--- src/rtl/dma_ctl_pkg.sv ---
package dma_ctl_pkg;

    localparam int CTL_W = 16;

    localparam logic [3:0] RS_EXT   = 4'b0000;
    localparam logic [3:0] RS_TIMER = 4'b1011;
    localparam logic [3:0] RS_AUTO  = 4'b1100;
    localparam logic [3:0] RS_ADC   = 4'b1101;

    typedef enum logic [2:0] {
        SRC_EXT,
        SRC_TIMER,
        SRC_AUTO,
        SRC_ADC,
        SRC_NONE
    } src_e;

    typedef struct packed {
        logic [3:0] rs;
        logic       ack_wr;
        logic       ack_low;
        logic       dreq_edge;
        logic       burst;
        logic       word;
        logic       ie;
        logic       de;
    } ctl_t;

    function automatic logic rs_reserved(input logic [3:0] rs);
        return rs[3] & rs[2] & rs[1];
    endfunction

    function automatic src_e rs_decode(input logic [3:0] rs);
        case (rs)
            RS_EXT:   return SRC_EXT;
            RS_TIMER: return SRC_TIMER;
            RS_AUTO:  return SRC_AUTO;
            RS_ADC:   return SRC_ADC;
            default:  return SRC_NONE;
        endcase
    endfunction

endpackage

--- src/rtl/dma_ctl_regs.sv ---
module dma_ctl_regs
    import dma_ctl_pkg::*;
#(
    parameter bit EXT_REQ = 1'b1
) (
    input  logic             clk,
    input  logic             rst,
    input  logic             reg_wr,
    input  logic             reg_rd,
    input  logic [CTL_W-1:0] reg_wdata,
    output logic [CTL_W-1:0] reg_rdata,
    input  logic             xfer_done,
    output ctl_t             ctl,
    output logic             te
);

    logic       armed;
    logic [3:0] new_rs;
    logic       unused_wbits;

    assign unused_wbits = ^{reg_wdata[15:12], reg_wdata[7:5]};
    assign new_rs = rs_reserved(reg_wdata[11:8]) ? ctl.rs : reg_wdata[11:8];

    always_ff @(posedge clk) begin
        if (rst) begin
            ctl <= '0;
        end else if (reg_wr) begin
            ctl.rs    <= new_rs;
            ctl.burst <= reg_wdata[4];
            ctl.word  <= reg_wdata[3];
            ctl.ie    <= reg_wdata[2];
            ctl.de    <= reg_wdata[0];
            if (EXT_REQ) begin
                ctl.ack_wr    <= reg_wdata[7];
                ctl.ack_low   <= reg_wdata[6];
                ctl.dreq_edge <= reg_wdata[5];
            end else begin
                ctl.ack_wr    <= 1'b0;
                ctl.ack_low   <= 1'b0;
                ctl.dreq_edge <= 1'b0;
            end
        end
    end

    // Clear arming: a read that sees the flag set, spent by the next write.
    always_ff @(posedge clk) begin
        if (rst)
            armed <= 1'b0;
        else if (reg_wr)
            armed <= 1'b0;
        else if (reg_rd && te)
            armed <= 1'b1;
    end

    always_ff @(posedge clk) begin
        if (rst)
            te <= 1'b0;
        else if (xfer_done && ctl.de)
            te <= 1'b1;
        else if (reg_wr && armed && !reg_wdata[1])
            te <= 1'b0;
    end

    assign reg_rdata = {4'b0000, ctl.rs, ctl.ack_wr, ctl.ack_low, ctl.dreq_edge,
                        ctl.burst, ctl.word, ctl.ie, te, ctl.de};


    reserved_keep_chk: assert property (@(posedge clk) disable iff (rst)
        (reg_wr && rs_reserved(reg_wdata[11:8])) |=> $stable(ctl.rs));


    flag_sticky_chk: assert property (@(posedge clk) disable iff (rst)
        (te && !armed) |=> te);


    flag_clear_needs_zero_chk: assert property (@(posedge clk) disable iff (rst)
        (te && reg_wr && reg_wdata[1]) |=> te);

endmodule

--- src/rtl/dma_req_detect.sv ---
module dma_req_detect #(
    parameter bit EXT_REQ     = 1'b1,
    parameter int SYNC_STAGES = 2
) (
    input  logic clk,
    input  logic rst,
    input  logic ext_req_n,
    input  logic edge_mode,
    input  logic take,
    output logic ext_req
);

    localparam int SH_W = SYNC_STAGES + 1;

    generate
        if (EXT_REQ) begin : g_ext
            logic [SH_W-1:0] sh;
            logic            synced;
            logic            prev;
            logic            fall;
            logic            pending;

            always_ff @(posedge clk) begin
                if (rst)
                    sh <= '1;
                else
                    sh <= {sh[SH_W-2:0], ext_req_n};
            end

            assign synced = sh[SYNC_STAGES-1];
            assign prev   = sh[SYNC_STAGES];
            assign fall   = prev & ~synced;

            always_ff @(posedge clk) begin
                if (rst || !edge_mode)
                    pending <= 1'b0;
                else if (fall)
                    pending <= 1'b1;
                else if (take)
                    pending <= 1'b0;
            end

            assign ext_req = edge_mode ? pending : ~synced;


            edge_latch_chk: assert property (@(posedge clk) disable iff (rst)
                (edge_mode && fall && !rst) |=> (pending || !edge_mode));


            pending_hold_chk: assert property (@(posedge clk) disable iff (rst)
                (edge_mode && pending && !take) |=> (pending || !edge_mode));
        end else begin : g_noext
            logic unused_in;
            assign unused_in = ^{clk, rst, ext_req_n, edge_mode, take};
            assign ext_req   = 1'b0;
        end
    endgenerate

endmodule

--- src/rtl/dma_req_gate.sv ---
module dma_req_gate
    import dma_ctl_pkg::*;
#(
    parameter bit EXT_REQ = 1'b1
) (
    input  logic       clk,
    input  logic       rst,
    input  logic [3:0] rs,
    input  logic       de,
    input  logic       te,
    input  logic       burst,
    input  logic       ack_wr,
    input  logic       ack_low,
    input  logic       timer_evt,
    input  logic       adc_evt,
    input  logic       ext_req,
    input  logic       bus_rd_cyc,
    input  logic       bus_wr_cyc,
    input  logic       xfer_done,
    output logic       chan_req,
    output logic       ack_take,
    output logic       ack_out,
    output logic       bus_hold
);

    src_e src;
    logic raw_req;
    logic phase;
    logic ext_sel;

    assign src     = rs_decode(rs);
    assign ext_sel = EXT_REQ && (src == SRC_EXT);

    always_comb begin
        case (src)
            SRC_EXT:   raw_req = ext_sel & ext_req;
            SRC_TIMER: raw_req = timer_evt;
            SRC_AUTO:  raw_req = 1'b1;
            SRC_ADC:   raw_req = adc_evt;
            default:   raw_req = 1'b0;
        endcase
    end

    assign chan_req = raw_req & de & ~te;

    assign phase    = ack_wr ? bus_wr_cyc : bus_rd_cyc;
    assign ack_take = phase & de & ext_sel;
    assign ack_out  = ack_take ^ (ack_low & EXT_REQ);

    always_ff @(posedge clk) begin
        if (rst || !de || !burst || xfer_done)
            bus_hold <= 1'b0;
        else if (chan_req && bus_rd_cyc)
            bus_hold <= 1'b1;
    end


    hold_keep_chk: assert property (@(posedge clk) disable iff (rst)
        (bus_hold && de && burst && !xfer_done) |=> bus_hold);


    steal_no_hold_chk: assert property (@(posedge clk) disable iff (rst)
        (!burst) |=> (!bus_hold || burst));


    ack_idle_chk: assert property (@(posedge clk) disable iff (rst)
        (!bus_rd_cyc && !bus_wr_cyc) |-> (ack_out == (ack_low && EXT_REQ)));

endmodule

--- src/rtl/dma_chan_ctl.sv ---
module dma_chan_ctl
    import dma_ctl_pkg::*;
#(
    parameter bit EXT_REQ     = 1'b1,
    parameter int SYNC_STAGES = 2
) (
    input  logic        clk,
    input  logic        rst,
    input  logic        reg_wr,
    input  logic        reg_rd,
    input  logic [15:0] reg_wdata,
    output logic [15:0] reg_rdata,
    input  logic        ext_req_n,
    input  logic        timer_evt,
    input  logic        adc_evt,
    input  logic        bus_rd_cyc,
    input  logic        bus_wr_cyc,
    input  logic        xfer_done,
    output logic        chan_req,
    output logic        bus_hold,
    output logic        ack_out,
    output logic        word_size,
    output logic        irq
);

    ctl_t ctl;
    logic te;
    logic ext_req;
    logic ack_take;

    dma_ctl_regs #(.EXT_REQ(EXT_REQ)) u_regs (
        .clk       (clk),
        .rst       (rst),
        .reg_wr    (reg_wr),
        .reg_rd    (reg_rd),
        .reg_wdata (reg_wdata),
        .reg_rdata (reg_rdata),
        .xfer_done (xfer_done),
        .ctl       (ctl),
        .te        (te)
    );

    dma_req_detect #(.EXT_REQ(EXT_REQ), .SYNC_STAGES(SYNC_STAGES)) u_detect (
        .clk       (clk),
        .rst       (rst),
        .ext_req_n (ext_req_n),
        .edge_mode (ctl.dreq_edge),
        .take      (ack_take),
        .ext_req   (ext_req)
    );

    dma_req_gate #(.EXT_REQ(EXT_REQ)) u_gate (
        .clk        (clk),
        .rst        (rst),
        .rs         (ctl.rs),
        .de         (ctl.de),
        .te         (te),
        .burst      (ctl.burst),
        .ack_wr     (ctl.ack_wr),
        .ack_low    (ctl.ack_low),
        .timer_evt  (timer_evt),
        .adc_evt    (adc_evt),
        .ext_req    (ext_req),
        .bus_rd_cyc (bus_rd_cyc),
        .bus_wr_cyc (bus_wr_cyc),
        .xfer_done  (xfer_done),
        .chan_req   (chan_req),
        .ack_take   (ack_take),
        .ack_out    (ack_out),
        .bus_hold   (bus_hold)
    );

    assign word_size = ctl.word;
    assign irq       = ctl.ie & te;


    flag_blocks_req_chk: assert property (@(posedge clk) disable iff (rst)
        te |-> !chan_req);


    irq_needs_flag_chk: assert property (@(posedge clk) disable iff (rst)
        irq |-> reg_rdata[1]);

endmodule

--- config.mk ---
export PLATFORM = sky130hd
export DESIGN_NAME = dma_chan_ctl
export DESIGN_NICKNAME = d
export VERILOG_FILES = /design/src/rtl/dma_ctl_pkg.sv /design/src/rtl/dma_ctl_regs.sv /design/src/rtl/dma_req_detect.sv /design/src/rtl/dma_req_gate.sv /design/src/rtl/dma_chan_ctl.sv
export SDC_FILE = /design/constraint.sdc
export NUM_CORES = 1
export LEC_CHECK = 0
export BUFFER_PORTS_ARGS = -buffer_cell sky130_fd_sc_hd__buf_4
export CAP_MARGIN = 20
export CORE_MARGIN = 5
export CORE_UTILIZATION = 46
export DETAILED_ROUTE_END_ITERATION = 10
export PLACE_DENSITY = 0.85
export SLEW_MARGIN = 20
export SYNTH_ARGS = -nofsm -noshare
export SYNTH_HDL_FRONTEND = slang
export SYNTH_SLANG_ARGS = --single-unit
--- constraint.sdc ---
create_clock -name clk -period 3.27 [get_ports clk]
set_clock_uncertainty 0.1 [all_clocks]
set_input_delay 0.654 -clock clk [delete_from_list [all_inputs] [get_ports clk]]
set_output_delay 0.654 -clock clk [all_outputs]
set_load 0.02 [all_outputs]
==> results of run 1 <==
-- kinds of logic after synthesis --
family | count (synthesis) | share of synthesized area
buffers and inverters | 15 | 0.116
xor gates and xnor gates | 1 | 0.0104
DFF | 18 | 0.430
muxes | 8 | 0.0955
and+or+nand+nor | 41 | 0.264
AOI/OAI and AO/OA | 12 | 0.0791
other | 1 | 0.00447
-- stage by stage --
stage	worst slack, ns	utilization	hold WS [ns]	instances
2_1_floorplan	0.802	-	0.289	99
3_3_place_gp	0.929	0.619	0.294	147
3_5_place_dp	0.912	0.619	0.307	147
4_1_cts	0.587	0.632	0.330	150
5_1_grt	0.494	0.632	0.341	150
6_report	0.610	0.632	0.326	150
-- flip-flops by register name (all words and copies together), names as in the netlist --
name	flops
u_regs.ctl	11
u_detect.g_ext.sh	3
u_detect.g_ext.pending	1
u_gate.bus_hold	1
u_regs.armed	1
u_regs.te	1
-- layout by cell type, fill, tap and decap left out, types with 2 or more instances in the layout --
| master | Yosys | routed |
|---|---|---|
| nor3_1 | 5 | 5 |
| nand2_1 | 8 | 8 |
| nand3_1 | 3 | 3 |
| conb_1 | 1 | 4 |
| dfxtp_1 | 18 | 18 |
| a21oi_1 | 8 | 8 |
| nor3b_1 | 2 | 2 |
| or2_2 | 4 | 4 |
| nor2b_1 | 5 | 5 |
| o21ai_0 | 2 | 2 |
| buf_4 | 11 | 38 |
| clkbuf_4 | 0 | 3 |
| nor2_1 | 7 | 7 |
| mux2i_1 | 8 | 8 |
-- final cells by class --
| cell class | instances | area [um^2] | area share |
|---|---|---|---|
| flip-flops and latches | 18 | 360 | 0.330 |
| clock buffers | 3 | 22.5 | 0.0206 |
| well taps | 25 | 31.3 | 0.0287 |
| multi-input cells | 66 | 392 | 0.359 |
| repair buffers | 38 | 285 | 0.261 |
-- layer usage --
| metal | track usage | share of wire |
|---|---|---|
| met2 | 0.229 | 0.48 |
| met1 | 0.182 | 0.42 |
| met4 | 0.0511 | 0 |
| met3 | 0.0399 | 0.097 |
| met5 | 0 | 0 |
-- worst max path at each step --
stage	from	endpoint	slack (ns)	depth (start not counted)
CTS	u_regs.ctl[7]$_SDFFE_PP0P_	ack_out	0.59	4
global placement	u_regs.ctl[7]$_SDFFE_PP0P_	ack_out	0.93	4
floorplan	u_regs.ctl[7]$_SDFFE_PP0P_	ack_out	0.80	3
finish	u_regs.ctl[7]$_SDFFE_PP0P_	ack_out	0.61	4
global route	u_regs.ctl[7]$_SDFFE_PP0P_	ack_out	0.49	4
detailed placement	u_regs.ctl[7]$_SDFFE_PP0P_	ack_out	0.91	4
-- worst max-delay path, cell delays in order, from the launching register on --
cell     delay [ns]
dfxtp_1        0.35
or4_1          0.55
or3b_4         0.41
xnor2_1        0.15
buf_4          0.16
-- power by group --
| part | switching, mW | total, mW | internal (mW) |
|---|---|---|---|
| combinational | 0.0440 | 0.0889 | 0.0448 |
| sequential | 0.0105 | 0.240 | 0.230 |
| clock | 0.0621 | 0.105 | 0.0428 |
| total | 0.117 | 0.434 | 0.318 |
-- cell usage after synthesis (3+ instances only) --
master   instances  area (um^2)
nor2b_1          5         31.3
nand3_1          3         15.0
nor3_1           5         25.0
nand2_1          8         30.0
a21oi_1          8         40.0
mux2i_1          8         80.1
nor2_1           7         26.3
dfxtp_1         18          360
or2_2            4         25.0
buf_4           11         82.6
==> results.toml, run 1 <==
[status]
run_status = "complete, no violations"

[logic_synthesis]
netlist_instances = 96
synthesized_flop_and_latch_total = 18
post_synth_instance_area_um2 = 838
ys_warn_count = 0
synth_edf_count = 0
synth_async_sr_flop_share = 0
post_synth.cell_area_avg_um2 = 8.73
dominantRegCellSynth = "dfxtp_1"
synth.yosys.seq_area_share = 0.430
synth_cell_types = 25

[placed_design]
io_buffers = 38
post_dp_cell_area_mm2 = 0.00107
dp_hpwl_um = 1450
routability_cong = 0.741

[finish]
share_of_layout_cells_above_drive_strength_1 = 0.376
final_net_count = 153
fillerInstances = 152
antenna_cells_inserted = 0
area_delta_synth_final_pct = 30.1
post-route-cell-area_mm2 = 0.00109

[hold_path]
holdCritStartpoint = "u_detect.g_ext.sh[0]$_SDFF_PP1_"
whs_endpoint = "u_detect.g_ext.sh[1]$_SDFF_PP1_"
min_path_type = "reg2reg"
worstHoldPathCells = 1

[sta]
timing_max_transition_violations_final = 0
setup_total_negative_slack_ns = 0
maxClockFrequency_mhz = 376
min_period_ns = 2.66
unrepaired_setup_endpoints_after_global_routing = "no"
hold_violations = 0
layout_worst_path_cycle_share = 0.813
setup_viol = 0

[die]
start_util = 0.486
die-width_um = 52.7
design.die.area_mm2 = 0.00278
design.core.area_mm2 = 0.00173
number_of_primary_i_o_pins = 47
rows = 15
floorplan.die.height_um = 52.7

[critical_path]
setup.reg_to_reg.worst_slack_ns = 1.57
worstReg2RegStart = "u_regs.ctl[7]$_SDFFE_PP0P_"
critPathRequiredTime_ns = 2.52
r2r_cells = 4
critPathKind = "reg2out"
cp-start-kind = "flop"
timing.critical_path.to_type = "output port"
timing.critical_path.fanout_max = 5
reg2reg_to = "u_detect.g_ext.pending$_SDFFE_PP0P_"
crit_arrival_ns = 1.91

[global_route]
global_route.usage.total = 0.143
initial_antenna_violation_count = 0
vias_in_the_first_global_route = 680
gr-total-overflow = 0
grt_pass1_wl_um = 3020
grt_start_max_net_pins = 20

[power_and_ir_drop]
static-leakage-power_nw = 0.497
power_density_mw_per_mm2 = 398
power_uw = 434
max-vdd-ir-drop_uv = 239

[clocking]
cts.repair_timing.setup_buffer_count = 0
maximum_count_of_clock_buffers_along_a_single_path = 2
cts-buffers-inserted = 3
h_tree_depth = 1
worst_skew_pair.late_latency_ns = 0.28
tritoncts = "built"
clk_root_buffer_cell = "clkbuf_4"
worst_setup_hold_path_clk_slew_ns = 0.09
ctsResizeCount = 0
hold_buffers = 0
clock_sinks = 18

[drt]
first_pass_iters = 4
route.final.wire_length_um = 1880
drt_iter0_drc = 9
vias = 725
remaining_drc_errors = 0
vias_per_cell = 4.83
drtAntennaViolNets = 0
routed_wire_length_per_instance_um = 12.5

[run]
timing.max_cap.violations = 0
(Power assumes the default switching activity.)
==> inputs of run 2 (changes only) <==
- ABC_AREA: unset -> 1
- CORE_UTILIZATION: 46 -> 38
- PLACE_DENSITY: 0.85 -> 0.75
- clock period: 3.27 -> 2.43 ns (I/O delays scaled with it)
==> run 2 against run 1 <==
Critical path depth increased by 5. Non-clock buffer count did not move. Die area rose by 19%. Via count rose by 9.4%. Highest routed layer is now met4.
==> results.toml, run 2 <==
[placed_design]
routability_cong = 0.726
post_dp_cell_area_mm2 = 0.00109
dp_hpwl_um = 1550
placedCellCount = 173
io_buffers = 38

[logic_synthesis]
ys_warn_count = 0
synth_cell_types = 23
synthesized_flop_and_latch_total = 18
synth_commonest_cells = "nand2_1 (19), dfxtp_1 (18), nor2_1 (18), inv_1 (13), o21ai_0 (12)"
synth_async_sr_flop_share = 0
dominantRegCellSynth = "dfxtp_1"
post_synth.cell_area_avg_um2 = 7.31
synthMostInstantiatedCell = "nand2_1"
netlist_instances = 117
synth_area_leaders = "dfxtp_1 (42%), buf_4 (9.6%), nand2_1 (8.3%), nor2_1 (7.9%), o21ai_0 (7.0%)"
post_synth_instance_area_um2 = 856
yosysTopAreaCell = "dfxtp_1"
synth_top_area_share = 0.421
synth.yosys.seq_area_share = 0.421
synth_edf_count = 0

[finish]
post-route-cell-area_mm2 = 0.00112
final_non_filler_cells = 177
final_cell_mix = "buf_4 (38), nand2_1 (19), nor2_1 (18), dfxtp_1 (18), inv_1 (13)"
final_net_count = 176
fin_util = 0.513
antenna_cells_inserted = 0
mostFrequentLayoutCell = "buf_4"
reg.largest.list = "u_regs.ctl x11, u_detect.g_ext.sh x3"
share_of_layout_cells_above_drive_strength_1 = 0.356
largest_register = "u_regs.ctl"
area_delta_synth_final_pct = 31.4
largest_register_ffs = 11

[drt]
routed_wire_length_per_instance_um = 11.0
vias = 793
first_pass_iters = 4
drt_iter0_drc = 7
vias_per_cell = 4.48
remaining_drc_errors = 0
drtAntennaViolNets = 0
route.final.wire_length_um = 1940

[hold_path]
min_path_type = "in2reg"

[sta]
min_period_ns = 1.92
unrepaired_setup_endpoints_after_global_routing = "no"
maxClockFrequency_mhz = 520
setup_total_negative_slack_ns = 0
hold_violations = 0
setup_viol = 0
timing_max_transition_violations_final = 0
layout_worst_path_cycle_share = 0.792
hold_slack_ns = 0.283

[global_route]
grt_start_max_net_pins = 14
gr-total-overflow = 0
global_route.usage.total = 0.119
grt_pass1_wl_um = 3110
vias_in_the_first_global_route = 753
initial_antenna_violation_count = 0

[power_and_ir_drop]
static-leakage-power_nw = 0.582
power_switching_uw = 175
power_density_mw_per_mm2 = 567
power.share.clock = 0.283
power.combinational.fraction = 0.207
seq_power_share = 0.510
p_int_uw = 463
max-vdd-ir-drop_uv = 354
swShare = 0.274

[clocking]
ctsResizeCount = 0
maximum_count_of_clock_buffers_along_a_single_path = 2
hold_buffers = 0
clock_sinks = 18
cts.repair_timing.setup_buffer_count = 0
tritoncts = "built"
h_tree_depth = 1
worst_setup_hold_path_clk_slew_ns = 0.10
worst_skew_pair.late_latency_ns = 0.28
cts-buffers-inserted = 3
clk_root_buffer_cell = "clkbuf_4"

[die]
design.core.area_mm2 = 0.00219
design.die.area_mm2 = 0.00330
die-width_um = 57.5
floorplan.die.height_um = 57.5
start_util = 0.391
rows = 17
number_of_primary_i_o_pins = 47

[status]
run_status = "complete, no violations"

[critical_path]
critical_path.slowest_cell = "dfxtp_1"
critPathRequiredTime_ns = 1.84
crit_arrival_ns = 1.34
critPathKind = "reg2out"
worstPathCellList = "inv_1 > nor2_1 > nand2_1 > nand2_1 > nand2_1 > nand2_2 > nand2_1 > nor2_1 > buf_4"
crit_top_cell = "nand2_1"
timing.critical_path.fanout_max = 3
timing.critical_path.to_type = "output port"
cpPeakStageDelay_ns = 0.37
cp_num_buf_inv = 2
cp-start-kind = "flop"
crit_family = "simple AND/OR/NAND/NOR gates"

[run]
timing.max_cap.violations = 0
run 2: through the flow:
stage / setup WS, ns / power, mW
final: 0.506 / 0.638
after global routing: 0.310 / 0.670
after CTS: 0.470 / 0.648
after detailed placement: 0.600 / 0.465
after global placement: 0.604 / 0.463
after floorplan: 0.686 / 0.416
run 2: worst reg2reg max path: stages (launching register included):
cell	delay, ns
dfxtp_1	0.36
inv_2	0.06
nand2_1	0.06
nor2_2	0.11
nand3_1	0.13
a22oi_1	0.18
nor2_1	0.06
run 2: power by group through the flow:
stage / clock (mW) / combinational (mW) / sequential (mW)
after floorplan: 0 / 0.0781 / 0.338
after global routing: 0.197 / 0.145 / 0.328
after CTS: 0.189 / 0.134 / 0.326
after detailed placement: 0 / 0.133 / 0.332
final: 0.180 / 0.132 / 0.326
after global placement: 0 / 0.131 / 0.332
run 2: routing by layer:
layer / global-route usage / vias to the layer above / part of all wire
met3: 0.0407 / 2 / 0.087
met4: 0.0596 / 0 / 0.0072
met5: 0 / - / 0
met1: 0.154 / 355 / 0.43
li1: - / 412 / -
met2: 0.174 / 24 / 0.48
run 2: kinds of logic after synthesis:
family,count (synthesis),synth area share
AO/OA/AOI/OAI,21,0.142
buffers and inverters,29,0.186
other,1,0.00438
flip-flops,18,0.421
AND/OR/NAND/NOR,47,0.237
XOR/XNOR,1,0.0102
run 2: worst paths after layout:
check,from,endpoint,slack (ns),depth (start not counted)
setup / recovery,u_regs.ctl[9]$_SDFFE_PP0P_,chan_req,0.51,9
hold / removal,ext_req_n,u_detect.g_ext.sh[0]$_SDFF_PP1_,0.28,2
setup reg to reg,u_regs.ctl[8]$_SDFFE_PP0P_,u_detect.g_ext.pending$_SDFFE_PP0P_,1.27,6
hold reg to reg,u_detect.g_ext.sh[0]$_SDFF_PP1_,u_detect.g_ext.sh[1]$_SDFF_PP1_,0.32,1
run 2: cell type report:
class	count	area (um^2)
Fill cell	237	1070
Sequential cell	18	360
Multi-Input combinational cell	73	348
Timing Repair Buffer	38	285
Inverter	16	60.1
Clock buffer	4	36.3
Tap cell	28	35.0
